[config.mk]
export PLATFORM = sky130hd
export DESIGN_NAME = coh_aperture_dec
export DESIGN_NICKNAME = d
export VERILOG_FILES = /design/src/rtl/coh_apt_pkg.sv /design/src/rtl/coh_apt_regs.sv /design/src/rtl/coh_apt_mask.sv /design/src/rtl/coh_apt_match.sv /design/src/rtl/coh_aperture_dec.sv
export SDC_FILE = /design/constraint.sdc
export NUM_CORES = 1
export LEC_CHECK = 0
export BUFFER_PORTS_ARGS = -buffer_cell sky130_fd_sc_hd__clkbuf_2
export CELL_PAD_IN_SITES_DETAIL_PLACEMENT = 0
export CELL_PAD_IN_SITES_GLOBAL_PLACEMENT = 1
export CORE_ASPECT_RATIO = 0.9
export CORE_MARGIN = 2
export CORE_UTILIZATION = 35
export DETAILED_ROUTE_END_ITERATION = 8
export PLACE_DENSITY_LB_ADDON = 0.1
export SYNTH_ARGS = -nofsm -noshare
export SYNTH_HDL_FRONTEND = slang
export SYNTH_SLANG_ARGS = --single-unit
[constraint.sdc]
create_clock -name clk -period 5.29 [get_ports clk]
set_clock_uncertainty 0.15 [all_clocks]
set_input_delay 0.7935 -clock clk [delete_from_list [all_inputs] [get_ports clk]]
set_output_delay 0.7935 -clock clk [all_outputs]
set_load 0.02 [all_outputs]
[src/rtl/coh_apt_pkg.sv]
// Shared definitions for the coherency aperture decoder.
// Assumes a 32-bit byte address split into a 20-bit page number and a 12-bit page offset.
package coh_apt_pkg;
    localparam int ADDR_W     = 32;
    localparam int PAGE_SHIFT = 12;
    localparam int PN_W       = ADDR_W - PAGE_SHIFT;
    localparam int CODE_W     = $clog2(PN_W + 1);

    typedef enum logic [1:0] {
        OFS_CTRL = 2'd0,
        OFS_SIZE = 2'd1,
        OFS_BASE = 2'd2,
        OFS_RSVD = 2'd3
    } reg_ofs_e;

    typedef struct packed {
        logic partial;
        logic enable;
    } ctrl_t;
endpackage

[src/rtl/coh_apt_regs.sv]
// Register file: control bits, size code and base page number.
// Writes land on the clock edge; reads are combinational; reset is synchronous active-low.
module coh_apt_regs
    import coh_apt_pkg::*;
#(
    parameter int PW = PN_W,
    parameter int CW = CODE_W
) (
    input  logic          clk,
    input  logic          rst_n,
    input  logic          we,
    input  logic [1:0]    addr,
    input  logic [PW-1:0] wdata,
    output logic [PW-1:0] rdata,
    output ctrl_t         ctrl,
    output logic [CW-1:0] code,
    output logic [PW-1:0] base
);
    // Purpose: store the fields written over the register bus.
    always_ff @(posedge clk) begin
        if (!rst_n) begin
            ctrl <= '0;
            code <= '0;
            base <= '0;
        end else if (we) begin
            case (reg_ofs_e'(addr))
                OFS_CTRL: ctrl <= ctrl_t'(wdata[1:0]);
                OFS_SIZE: code <= wdata[CW-1:0];
                OFS_BASE: base <= wdata;
                default:  ;
            endcase
        end
    end

    // Purpose: read back the selected register, zero-extended.
    always_comb begin
        rdata = '0;
        case (reg_ofs_e'(addr))
            OFS_CTRL: rdata[1:0]    = ctrl;
            OFS_SIZE: rdata[CW-1:0] = code;
            OFS_BASE: rdata         = base;
            default:  rdata         = '0;
        endcase
    end
endmodule

[src/rtl/coh_apt_mask.sv]
// Turns the size code into a per-bit mask of the page-number bits that must match the base.
// Assumes code N means 2^N pages; codes above PW are reported as out of range.
module coh_apt_mask #(
    parameter int PW = 20,
    parameter int CW = 5
) (
    input  logic [CW-1:0] code,
    output logic [PW-1:0] keep_mask,
    output logic          size_ok
);
    // Purpose: bit i takes part in the compare when it lies at or above the aperture size.
    for (genvar i = 0; i < PW; i++) begin : g_bit
        localparam logic [CW:0] IDX = (CW+1)'(i);
        assign keep_mask[i] = ({1'b0, code} <= IDX);
    end

    // Purpose: flag codes that describe an aperture larger than the address space.
    localparam logic [CW:0] MAX_CODE = (CW+1)'(PW);
    assign size_ok = ({1'b0, code} <= MAX_CODE);
endmodule

[src/rtl/coh_apt_match.sv]
// Compares a transaction page with the base and produces the registered verdict and the error flag.
// Assumes the mask and range flag come from coh_apt_mask; the verdict is valid one cycle after txn_valid.
module coh_apt_match
    import coh_apt_pkg::*;
#(
    parameter int PW = PN_W
) (
    input  logic          clk,
    input  logic          rst_n,
    input  ctrl_t         ctrl,
    input  logic [PW-1:0] base,
    input  logic [PW-1:0] keep_mask,
    input  logic          size_ok,
    input  logic          txn_valid,
    input  logic [PW-1:0] txn_page,
    output logic          cfg_err,
    output logic          coh_valid,
    output logic          coherent
);
    logic misaligned;
    logic hit;
    logic active;

    // Purpose: detect illegal configurations and decide the match for this cycle.
    always_comb begin
        misaligned = |(base & ~keep_mask);
        cfg_err    = ctrl.enable && (misaligned || !size_ok);
        active     = ctrl.enable && ctrl.partial && !cfg_err;
        hit        = ((txn_page ^ base) & keep_mask) == '0;
    end

    // Purpose: register the verdict for the transaction seen this cycle.
    always_ff @(posedge clk) begin
        if (!rst_n) begin
            coh_valid <= 1'b0;
            coherent  <= 1'b0;
        end else begin
            coh_valid <= txn_valid;
            coherent  <= txn_valid && active && hit;
        end
    end
endmodule

[src/rtl/coh_aperture_dec.sv]
// Top level of the coherency aperture decoder: register file, size-mask generator and matcher.
// Assumes a single aperture; transactions arrive as 4 KB page numbers.
module coh_aperture_dec
    import coh_apt_pkg::*;
#(
    parameter int PW = PN_W,
    parameter int CW = CODE_W
) (
    input  logic          clk,
    input  logic          rst_n,
    input  logic          reg_we,
    input  logic [1:0]    reg_addr,
    input  logic [PW-1:0] reg_wdata,
    output logic [PW-1:0] reg_rdata,
    input  logic          txn_valid,
    input  logic [PW-1:0] txn_page,
    output logic          coh_valid,
    output logic          coherent,
    output logic          cfg_err
);
    ctrl_t         ctrl_q;
    logic [CW-1:0] code_q;
    logic [PW-1:0] base_q;
    logic [PW-1:0] keep_mask;
    logic          size_ok;
    logic          ctrl_en;

    assign ctrl_en = ctrl_q.enable;

    coh_apt_regs #(.PW(PW), .CW(CW)) u_regs (
        .clk   (clk),
        .rst_n (rst_n),
        .we    (reg_we),
        .addr  (reg_addr),
        .wdata (reg_wdata),
        .rdata (reg_rdata),
        .ctrl  (ctrl_q),
        .code  (code_q),
        .base  (base_q)
    );

    coh_apt_mask #(.PW(PW), .CW(CW)) u_mask (
        .code      (code_q),
        .keep_mask (keep_mask),
        .size_ok   (size_ok)
    );

    coh_apt_match #(.PW(PW)) u_match (
        .clk       (clk),
        .rst_n     (rst_n),
        .ctrl      (ctrl_q),
        .base      (base_q),
        .keep_mask (keep_mask),
        .size_ok   (size_ok),
        .txn_valid (txn_valid),
        .txn_page  (txn_page),
        .cfg_err   (cfg_err),
        .coh_valid (coh_valid),
        .coherent  (coherent)
    );
endmodule

---- Yosys cells after proc, flatten, opt, wreduce, memory -nomap -nowiden ----
Cells that the tools add are included.
storage, ports and cells
  register bits after elaboration ......... 29
  input port bits ......................... 46
  output and inout bits ................... 23
  word-level logic and storage cells ...... 50
operators by class
  magnitude comparators ................... 21
  eq/ne operators ......................... 2
  multiplexer cells ....................... 3
  bitwise gates (word level) .............. 4
  reductions and logical operators ........ 14
operators with widths
  operator                                                        number
  bitwise AND 20 bit                                              2
  less-or-equal comparator 5 x 4 -> 1 bit, second input constant  8
  less-or-equal comparator 5 bit, second input constant           5
  less-or-equal comparator 5 x 3 -> 1 bit, second input constant  4
  logical NOT 20 bit                                              1
  NOT 20 bit                                                      1
  OR reduction 20 bit                                             1
  XOR 20 bit                                                      1
  two-way mux 15 bit                                              1
  less-or-equal comparator 5 x 1 -> 1 bit, second input constant  2
  less-or-equal comparator 5 x 2 -> 1 bit, second input constant  2
  case mux 2 bit (3 select lines)                                 1
  case mux 3 bit (2 select lines)                                 1
  AND reduction 2 bit                                             3
  logical AND 1 bit                                               5
  equality test 2 x 1 -> 1 bit, second input constant             1
  equality test 2 bit, second input constant                      1
  logical NOT 1 bit                                               2
  logical NOT 2 bit                                               1
  logical OR 1 bit                                                1

---- Logic depth before layout (Yosys ltp) ----
Gate-level depths: netlist of run 1.
  word-level depth ........................ 10
  gate-level depth with buffers ........... 7
  depth with buffers taken out ............ 6

---- Modules after synthesis ----
A second synthesis of run 1 with hierarchy kept.
second synthesis, totals
  cells, all modules ...................... 257
  area total of the unflattened synthesis .. 2,218.4 µm²
by module, submodules not included
  module         times used  cells an instance  area an instance (µm²)  seq. area each (µm²)
  coh_apt_regs   1           156                1,511.4                 540.5
  coh_apt_match  1           70                 519.2                   40.0
  coh_apt_mask   1           31                 187.7                   0.0

---- Least setup slack after synthesis of run 1 ----
OpenSTA, ideal clock, no wires.
  path kind ............................... input to output
  start point ............................. input port reg_addr[1]
  end point ............................... output port reg_rdata[2]
  data arrival time ....................... 1.718 ns
  slack ................................... 2.628 ns
  cell stages on the path ................. 5
  path through ............................ inv_1 -> ha_1 -> clkbuf_1 -> a22oi_1 -> nor2b_1
on the way
  word-level cells in the longest chain between the ends .. 2
  elaborated cells between the ends (all ways) .. 3
ends and longest elaborated chain
  element                                                              RTL line                text
  start, declared                                                      coh_aperture_dec.sv:12  input logic [1:0] reg_addr,
  equality test 2 bit or equality test 2 x 1 -> 1 bit (tied branches)  coh_apt_regs.sv:38      case (reg_ofs_e'(addr))
  case mux 3 bit (2 select lines) *                                    coh_apt_regs.sv:38
  end, declared                                                        coh_aperture_dec.sv:14  output logic [PW-1:0] reg_rdata,
Every way passes the cells marked *; elsewhere a longest branch is shown, timed or not.

---- Worst setup path in the final report of run 1 ----
  start point ............................. register u_regs.code[2]
  end point ............................... output port cfg_err
on the way
  word-level cells in the longest chain between the ends .. 6
  elaborated cells between the ends (all ways) .. 27
ends and longest elaborated chain
  element                                                          RTL line                text
  start, declared                                                  coh_apt_regs.sv:16      output logic [CW-1:0] code,
  start signal, assigned                                           coh_apt_regs.sv:28      OFS_SIZE: code <= wdata[CW-1:0];
  less-or-equal comparator 5 x 1 -> 1 bit (tied with other cells)  coh_apt_mask.sv:14      assign keep_mask[i] = ({1'b0, code} <= IDX);
  NOT 20 bit                                                       coh_apt_match.sv:26     misaligned = |(base & ~keep_mask);
  bitwise AND 20 bit                                               coh_apt_match.sv:26
  OR reduction 20 bit                                              coh_apt_match.sv:26
  logical OR 1 bit *                                               coh_apt_match.sv:27     cfg_err = ctrl.enable && (misaligned || !size_ok);
  logical AND 1 bit *                                              coh_apt_match.sv:27
  end, declared                                                    coh_aperture_dec.sv:19  output logic cfg_err
Marked as above.

==> flow_metrics.env, run 1 <==
export IMPL_die_h_um=75.0
export IMPL_synth_edf_count=0
export IMPL_ant_nets=0
export IMPL_status="finished clean"
export IMPL_dp_hpwl_um=4460
export IMPL_synth_xor_area_share_pct=8.94
export IMPL_synth_compound_area_share_pct=26.6
export IMPL_overflow=0
export IMPL_synthFlopType="dfxtp_1"
export IMPL_h_tree_depth=2
export IMPL_min_period_ps=3330
export IMPL_syn_num_nets=307
export IMPL_drc=0
export IMPL_synthAdderAreaFrac_pct=3.07
export IMPL_die_area_mm2=0.00621
export IMPL_initial_core_util_pct=36.8
export IMPL_yosysWarnings=0
export IMPL_clockBufferDepth=2
export IMPL_final_core_util_pct=44.8
export IMPL_synthToLayoutAreaGrowth_pct=21.5
export IMPL_cts_buffers=5
export IMPL_drt_iter0_drc=223
export IMPL_nFillCells=586
export IMPL_crit_type="register to output port"
export IMPL_numClockSinks=29
export IMPL_worst_slew_pin_slew_ps=773
export IMPL_grt_pass1_vias=1884
export IMPL_synth_cell_types=44
export IMPL_synth_top_family_by_area="compound AO/OA/AOI/OAI gates"
export IMPL_worst_ep_required_time_ps=4350
export IMPL_cts_resized=0
export IMPL_powerDensity_mw_per_mm2=218
export IMPL_whs_ps=376
export IMPL_grt_pass1_wl_um=9620
export IMPL_hold_buffers=0
export IMPL_fin_cells=380
export IMPL_vias=1963
export IMPL_cts_tree="yes"
export IMPL_die_w_um=82.9
export IMPL_drt_total_wl_um=6090
export IMPL_drv_cap=0
export IMPL_fp_coreArea_mm2=0.00532
export IMPL_power_mw=0.519
export IMPL_yosysSeqAreaShare_pct=29.6
export IMPL_crit_fanout=20
export IMPL_worstHoldPathType="register to register"
export IMPL_synth_cells=257
export IMPL_dp_cells=373
export IMPL_track_usage_pct=19.8
export IMPL_max_freq_ghz=0.300
export IMPL_critPathLaunchType="register"
export IMPL_fp_row_count=25
export IMPL_arrival_ps=2390
export IMPL_drtPass1Iterations=4
export IMPL_portBuffers=68
export IMPL_slew_violations=0
export IMPL_fin_crit_sh_pct=63.0
export IMPL_place_congestion=0.836
export IMPL_vias_per_cell=5.17
export IMPL_post_cts_buffers=0
export IMPL_antenna_found_initial=0
export IMPL_ys_ff_latch=29
export IMPL_syn_area_per_cell_um2=7.62
export IMPL_synthSimpleGateAreaFrac_pct=26.2
export IMPL_tns_ps=0
export IMPL_grt_max_degree=29
export IMPL_ys_async_sr_fraction_pct=0
export IMPL_syn_cell_area_mm2=0.00196
export IMPL_rsz0062_at_grt="false"
export IMPL_finalHoldViolCount=0
export IMPL_diodes=0
export IMPL_final_nets=363
export IMPL_clockRootBuffer="clkbuf_8"
export IMPL_io_pins=69
export IMPL_p_leak_nw=0.977
export IMPL_drive_gt1_share_pct=25.6
export IMPL_clock_latency_ps=280
export IMPL_clk_pin_slew_ps=70
export IMPL_max_slew_margin_pct=48.4
export IMPL_synthMuxAreaShare_pct=0
export IMPL_wl_per_cell_um=16.0
export IMPL_setup_viol=0
export IMPL_critPathCaptureType="output port"
export IMPL_vdd_drop_max_mv=0.123
==> placed cells by master, fill, tap and decap left out, types with 2 or more instances in the layout <==
cell type,instances
ha_1,4
nand2_1,57
nor2_1,7
clkbuf_2,68
a31oi_1,2
o21a_1,4
nand3_1,11
xor2_1,6
dfxtp_1,29
xnor2_1,14
a22oi_1,4
a2111oi_0,2
and2_1,18
a21boi_0,27
o211ai_1,2
nand2b_1,2
inv_1,4
nor2b_1,3
a21oi_1,9
clkbuf_8,6
o21ai_0,6
a222oi_1,3
nor3_1,5
==> per-stage QoR <==
stage / worst slack, ps / cell area (um2)
5_1_grt: 1740 / 2380
3_5_place_dp: 2280 / 2290
2_1_floorplan: 2630 / 1960
6_report: 1960 / 2380
4_1_cts: 1960 / 2380
3_3_place_gp: 2330 / 2290
==> critical path: stages (launching register included) <==
cell and delay, ps:
dfxtp_1 530, nor4_2 410, o22ai_1 160, a2111oi_2 350
o311ai_1 150, o31a_1 340, clkbuf_2 170
==> cell type report <==
cell class              count  area [um2]  share of cell area, %
multi-input cells         205        1270                   53.4
flip-flops and latches     29         581                   24.4
repair buffers             68         340                   14.3
well taps                  67        83.8                   3.52
clock buffers               6        82.6                   3.47
inverters                   4        15.0                  0.631
clock inverters             1        7.51                  0.315
==> where the power goes <==
group          internal, mW  switching (mW)
Sequential            0.225          0.0145
Combinational        0.0396          0.0435
Clock                 0.103          0.0929
Total                 0.368           0.151
==> worst paths after layout <==
path         slack [ps]  cells past startpoint               end           start
min                 380                      2    u_regs.ctrl[1]  u_regs.ctrl[1]
min reg2reg         380                      2    u_regs.ctrl[1]  u_regs.ctrl[1]
max reg2reg        2890                      6  u_match.coherent  u_regs.code[1]
max                1960                      6           cfg_err  u_regs.code[2]
==> per-layer routing <==
metal,vias up,share of wire [%],global-route usage (%)
met5,-,0,0
met4,0,0.72,5.46
met3,5,6.2,3.29
met2,67,41,29.7
met1,890,52,29.5
li1,1001,-,-
==> cell usage after synthesis, types with 2 or more instances <==
library cell  instances  area [um2]
a31oi_1               2        12.5
a21oi_1               9        45.0
xnor2_1              14         123
a21boi_0             27         203
nand2_1              57         214
a222oi_1              3        30.0
nor2_1                7        26.3
nor2b_1               3        18.8
ha_1                  4        50.1
clkbuf_1             12        45.0
xor2_1                6        52.6
buf_2                 3        15.0
o21a_1                4        30.0
a2111oi_0             2        17.5
nand3_1              11        55.1
buf_4                 3        22.5
a22oi_1               4        30.0
inv_1                 4        15.0
nor3_1                5        25.0
nand2b_1              2        12.5
o211ai_1              2        15.0
dfxtp_1              29         581
and2_1               18         113
o21ai_0               6        30.0
==> sequential cells by signal, indices dropped and copies added, names as in the netlist <==
name / cells
u_regs.ctrl: 2
u_match.coh_valid: 1
u_regs.base: 20
u_match.coherent: 1
u_regs.code: 5
==> logic make-up (layout without fill, tap and decap cells) <==
logic type	Yosys count	count (layout)
flip-flops	29	29
AO/OA/AOI/OAI	71	71
adder cells (fa/ha/maj)	5	5
buffers and inverters	23	79
AND/OR/NAND/NOR	109	109
XOR/XNOR	20	20
(Power assumes the default switching activity.)
==> inputs of run 2 (changes only) <==
Settings changed: CORE_UTILIZATION 35 to 32.
Clock period 5.29 ns to 2.85 ns, I/O delays scaled along.
==> flow_metrics.env, run 2 (synthesis gave the netlist of run 1 again) <==
export IMPL_p_leak_nw=1.05
export IMPL_fp_coreArea_mm2=0.00601
export IMPL_overflow=0
export IMPL_nFillCells=668
export IMPL_track_usage_pct=19.9
export IMPL_clock_latency_ps=280
export IMPL_vias_per_cell=5.20
export IMPL_numClockSinks=29
export IMPL_final_nets=373
export IMPL_worstHoldPathType="input port to register"
export IMPL_layout_common_cells="clkbuf_2, nand2_1, a21boi_0"
export IMPL_max_freq_ghz=0.362
export IMPL_synthToLayoutAreaGrowth_pct=27.7
export IMPL_crit_fanout=12
export IMPL_antenna_found_initial=0
export IMPL_dp_hpwl_um=4850
export IMPL_fin_crit_sh_pct=97.0
export IMPL_die_w_um=86.5
export IMPL_worst_ep_required_time_ps=2270
export IMPL_wl_per_cell_um=16.0
export IMPL_reg2reg_from="u_regs.code[0]"
export IMPL_cts_tree="yes"
export IMPL_clockBufferDepth=2
export IMPL_final_core_util_pct=41.6
export IMPL_rr_worst_depth=6
export IMPL_max_slew_margin_pct=63.6
export IMPL_diodes=0
export IMPL_portBuffers=68
export IMPL_critPathLaunchType="register"
export IMPL_worst_slew_pin_slew_ps=532
export IMPL_place_area_mm2=0.00236
export IMPL_drt_iter0_drc=101
export IMPL_min_period_ps=2760
export IMPL_drv_cap=0
export IMPL_status="finished clean"
export IMPL_r2r_setup_slack_ps=640
export IMPL_final_area_mm2=0.00250
export IMPL_arrival_ps=2190
export IMPL_grt_pass1_vias=1992
export IMPL_powerDensity_mw_per_mm2=392
export IMPL_slew_violations=0
export IMPL_largest_reg_flops=20
export IMPL_crit_path_end="cfg_err"
export IMPL_layout_setup_ws_ps=85.5
export IMPL_layout_commonest_cell="clkbuf_2"
export IMPL_drive_gt1_share_pct=29.9
export IMPL_initial_core_util_pct=32.6
export IMPL_setup_viol=0
export IMPL_grt_pass1_wl_um=10300
export IMPL_regMostFlops="u_regs.base"
export IMPL_grt_max_degree=27
export IMPL_vdd_drop_max_mv=0.270
export IMPL_tns_ps=0
export IMPL_fp_row_count=27
export IMPL_clk_pin_slew_ps=70
export IMPL_critPathCaptureType="output port"
export IMPL_io_pins=69
export IMPL_place_congestion=0.909
export IMPL_h_tree_depth=2
export IMPL_ant_nets=0
export IMPL_dp_slack_ps=334
export IMPL_cts_buffers=5
export IMPL_reg_largest_list="u_regs.base (20), u_regs.code (5), u_regs.ctrl (2)"
export IMPL_startpoint="u_regs.code[3]"
export IMPL_clockRootBuffer="clkbuf_8"
export IMPL_finalHoldViolCount=0
export IMPL_vias=2058
export IMPL_die_h_um=78.2
export IMPL_r2r_end="u_match.coherent"
export IMPL_crit_type="register to output port"
export IMPL_die_area_mm2=0.00677
export IMPL_drc=0
export IMPL_drt_total_wl_um=6350
export IMPL_drtPass1Iterations=5
run 2: cell types whose count changed in the layout (fill, tap and decap cells not counted), sizes merged:
cell / previous run / this run
clkinv: 0 / 2
buf: 0 / 10
clkinvlp: 1 / 0
run 2: worst max-delay path, stage by stage (launching register included):
cell       delay (ps)
dfxtp_4           400
nor4_4            350
o22ai_2           140
a2111oi_2         350
o311ai_1          150
o31a_1            340
clkbuf_2          170
run 2: area by class of cell:
class	instances	area, um2	area share [%]
Clock buffer	6	82.6	3.30
Clock inverter	2	13.8	0.550
Inverter	4	15.0	0.600
Multi-Input combinational cell	205	1300	51.9
Sequential cell	29	587	23.5
Tap cell	72	90.1	3.60
Timing Repair Buffer	78	415	16.6
run 2: repair_timing:
action,in CTS,in global routing
gates resized for setup,0,10
setup endpoints to repair,0,1
setup buffers,0,2
hold buffers,0,0
run 2: report_power, final:
| group | switching (mW) | internal (mW) | total [mW] |
|---|---|---|---|
| Clock | 0.172 | 0.195 | 0.368 |
| Combinational | 0.0864 | 0.0842 | 0.171 |
| Sequential | 0.0258 | 0.418 | 0.444 |
run 2: stage by stage:
stage	instances	total power [mW]	hold WS [ps]
2_1_floorplan	257	0.542	306
3_3_place_gp	386	0.619	340
3_5_place_dp	386	0.616	346
4_1_cts	394	0.988	210
5_1_grt	396	1.04	218
6_report	396	0.982	220
run 2: how the worst min path moves through the flow:
stage / startpoint / cells past startpoint / end / slack, ps
after CTS: reg_wdata[11] / 3 / u_regs.base[11] / 210
final: reg_wdata[6] / 3 / u_regs.base[6] / 220
after detailed placement: u_regs.ctrl[1] / 2 / u_regs.ctrl[1] / 350
after global placement: u_regs.ctrl[1] / 2 / u_regs.ctrl[1] / 340
after floorplan: u_regs.ctrl[1] / 2 / u_regs.ctrl[1] / 310
after global routing: reg_wdata[7] / 3 / u_regs.base[7] / 220
run 2: layer usage:
metal	GRT usage [%]	vias to the layer above	share of wire, %
li1	-	1022	-
met1	29.4	961	49
met2	28.5	63	44
met3	4.21	12	4.8
met4	6.56	0	1.9
met5	0	-	0
==> inputs of run 3 (changes only) <==
Settings changed: CTS_BUF_LIST from default to sky130_fd_sc_hd__clkbuf_16.
==> flow_metrics.env, run 3 (synthesis gave the netlist of run 1 again) <==
export IMPL_status="finished clean"
export IMPL_antenna_found_initial=0
export IMPL_grtUsageMet3_pct=3.58
export IMPL_grt_pass1_wl_um=10300
export IMPL_cts_buffers=5
export IMPL_critPathCaptureType="output port"
export IMPL_ant_nets=0
export IMPL_numClockSinks=29
export IMPL_final_nets=373
export IMPL_portBuffers=68
export IMPL_tns_ps=0
export IMPL_power_mw=1.12
export IMPL_fin_cells=396
export IMPL_drc=0
export IMPL_dp_hpwl_um=4850
export IMPL_layout_common_cells="clkbuf_2, nand2_1, a21boi_0"
export IMPL_reg_largest_list="u_regs.base (20), u_regs.code (5), u_regs.ctrl (2)"
export IMPL_h_tree_depth=2
export IMPL_clockRootBuffer="clkbuf_16"
export IMPL_p_seq_share_pct=39.7
export IMPL_p_comb_share_pct=15.1
export IMPL_die_area_mm2=0.00677
export IMPL_worstHoldPathType="input port to register"
export IMPL_p_int_mw=0.822
export IMPL_arrival_ps=2170
export IMPL_die_w_um=86.5
export IMPL_p_sw_mw=0.299
export IMPL_max_freq_ghz=0.364
export IMPL_clock_latency_ps=270
export IMPL_powerDensity_mw_per_mm2=443
export IMPL_fp_row_count=27
export IMPL_min_period_ps=2750
export IMPL_nFillCells=659
export IMPL_slew_violations=0
export IMPL_regMostFlops="u_regs.base"
export IMPL_dp_cells=386
export IMPL_initial_core_util_pct=32.6
export IMPL_p_sw_share_pct=26.7
export IMPL_grt_use_met1_pct=29.5
export IMPL_drt_iter0_drc=98
export IMPL_drt_total_wl_um=6350
export IMPL_diodes=0
export IMPL_clk_pin_slew_ps=50
export IMPL_synthToLayoutAreaGrowth_pct=29.3
export IMPL_layout_commonest_cell="clkbuf_2"
export IMPL_io_pins=69
export IMPL_drtPass1Iterations=6
export IMPL_die_h_um=78.2
export IMPL_use_met2_pct=28.7
export IMPL_pwr_share_clk_pct=45.2
export IMPL_p_leak_nw=1.06
export IMPL_cts_tree="yes"
export IMPL_finalHoldViolCount=0
export IMPL_max_slew_margin_pct=63.5
export IMPL_drive_gt1_share_pct=29.3
export IMPL_crit_type="register to output port"
export IMPL_critPathLaunchType="register"
export IMPL_drv_cap=0
export IMPL_grt_max_degree=27
export IMPL_worst_ep_required_time_ps=2270
export IMPL_vias=2030
export IMPL_setup_viol=0
export IMPL_vdd_drop_max_mv=0.249
export IMPL_overflow=0
export IMPL_wl_per_cell_um=16.0
export IMPL_vias_per_cell=5.13
export IMPL_clockBufferDepth=2
export IMPL_worst_slew_pin_slew_ps=534
export IMPL_gr_max_usage_layer="met1"
export IMPL_fin_crit_sh_pct=96.5
export IMPL_largest_reg_flops=20
export IMPL_grt_pass1_vias=1993
export IMPL_track_usage_pct=19.9
export IMPL_crit_fanout=12
export IMPL_fp_coreArea_mm2=0.00601
export IMPL_place_congestion=0.909
==> run 3: changes by cell type in the layout (fill, tap and decap cells not counted) <==
| cell | delta |
|---|---|
| clkbuf_16 | +5 |
| clkbuf_8 | -6 |
| clkinv_1 | +1 |
| dfxtp_2 | +1 |
| dfxtp_4 | -1 |
| nor3_2 | +1 |
| nor3_4 | -1 |
| o22ai_1 | +1 |
| o22ai_2 | -1 |
==> run 3: per-layer routing <==
layer  routed length [um]  up-vias
met5                    0        -
met4                   76        0
met3                  318        6
met2                 2840       58
met1                 3110      942
li1                     -     1024
==> run 3: power groups by stage <==
stage	clock, mW	sequential, mW	combinational (mW)
2_1_floorplan	0	0.440	0.102
5_1_grt	0.545	0.448	0.191
4_1_cts	0.520	0.444	0.165
3_5_place_dp	0	0.452	0.164
3_3_place_gp	0	0.452	0.167
6_report	0.507	0.445	0.169
==> run 3: layout make-up <==
| cell class | count | area [um2] | area share, % |
|---|---|---|---|
| repair buffers | 78 | 415 | 16.4 |
| well taps | 72 | 90.1 | 3.56 |
| clock buffers | 5 | 125 | 4.94 |
| flip-flops and latches | 29 | 584 | 23.1 |
| multi-input cells | 205 | 1290 | 50.8 |
| inverters | 4 | 15.0 | 0.593 |
| clock inverters | 3 | 17.5 | 0.691 |
==> run 3: final timing paths <==
check | startpoint | end | slack, ps | cells past startpoint
setup / recovery | u_regs.code[3] | cfg_err | 100 | 6
hold / removal | reg_wdata[6] | u_regs.base[6] | 240 | 3
setup reg to reg | u_regs.code[0] | u_match.coherent | 640 | 6
hold reg to reg | u_regs.ctrl[1] | u_regs.ctrl[1] | 350 | 2
==> run 3: repair_timing <==
| item | 4_1_cts | 5_1_grt |
|---|---|---|
| setup endpoints to repair | 0 | 1 |
| setup buffers | 0 | 2 |
| hold buffers | 0 | 0 |
| resized for setup | 0 | 7 |
==> run 3: metrics by stage <==
step	hold WS (ps)	utilization [%]	cell area (um2)	setup WS, ps
after floorplan	306	-	1960	585
final	235	42.1	2530	101
after detailed placement	346	39.2	2360	334
after global routing	241	42.1	2530	-5.26
after global placement	340	39.2	2360	350
after CTS	233	41.6	2500	34.8
==> run 3: critical path: stages, from the launching register on <==
cell	delay, ps
dfxtp_2	400
nor4_4	350
o22ai_1	150
a2111oi_2	350
o311ai_1	150
o31a_1	330
clkbuf_2	170
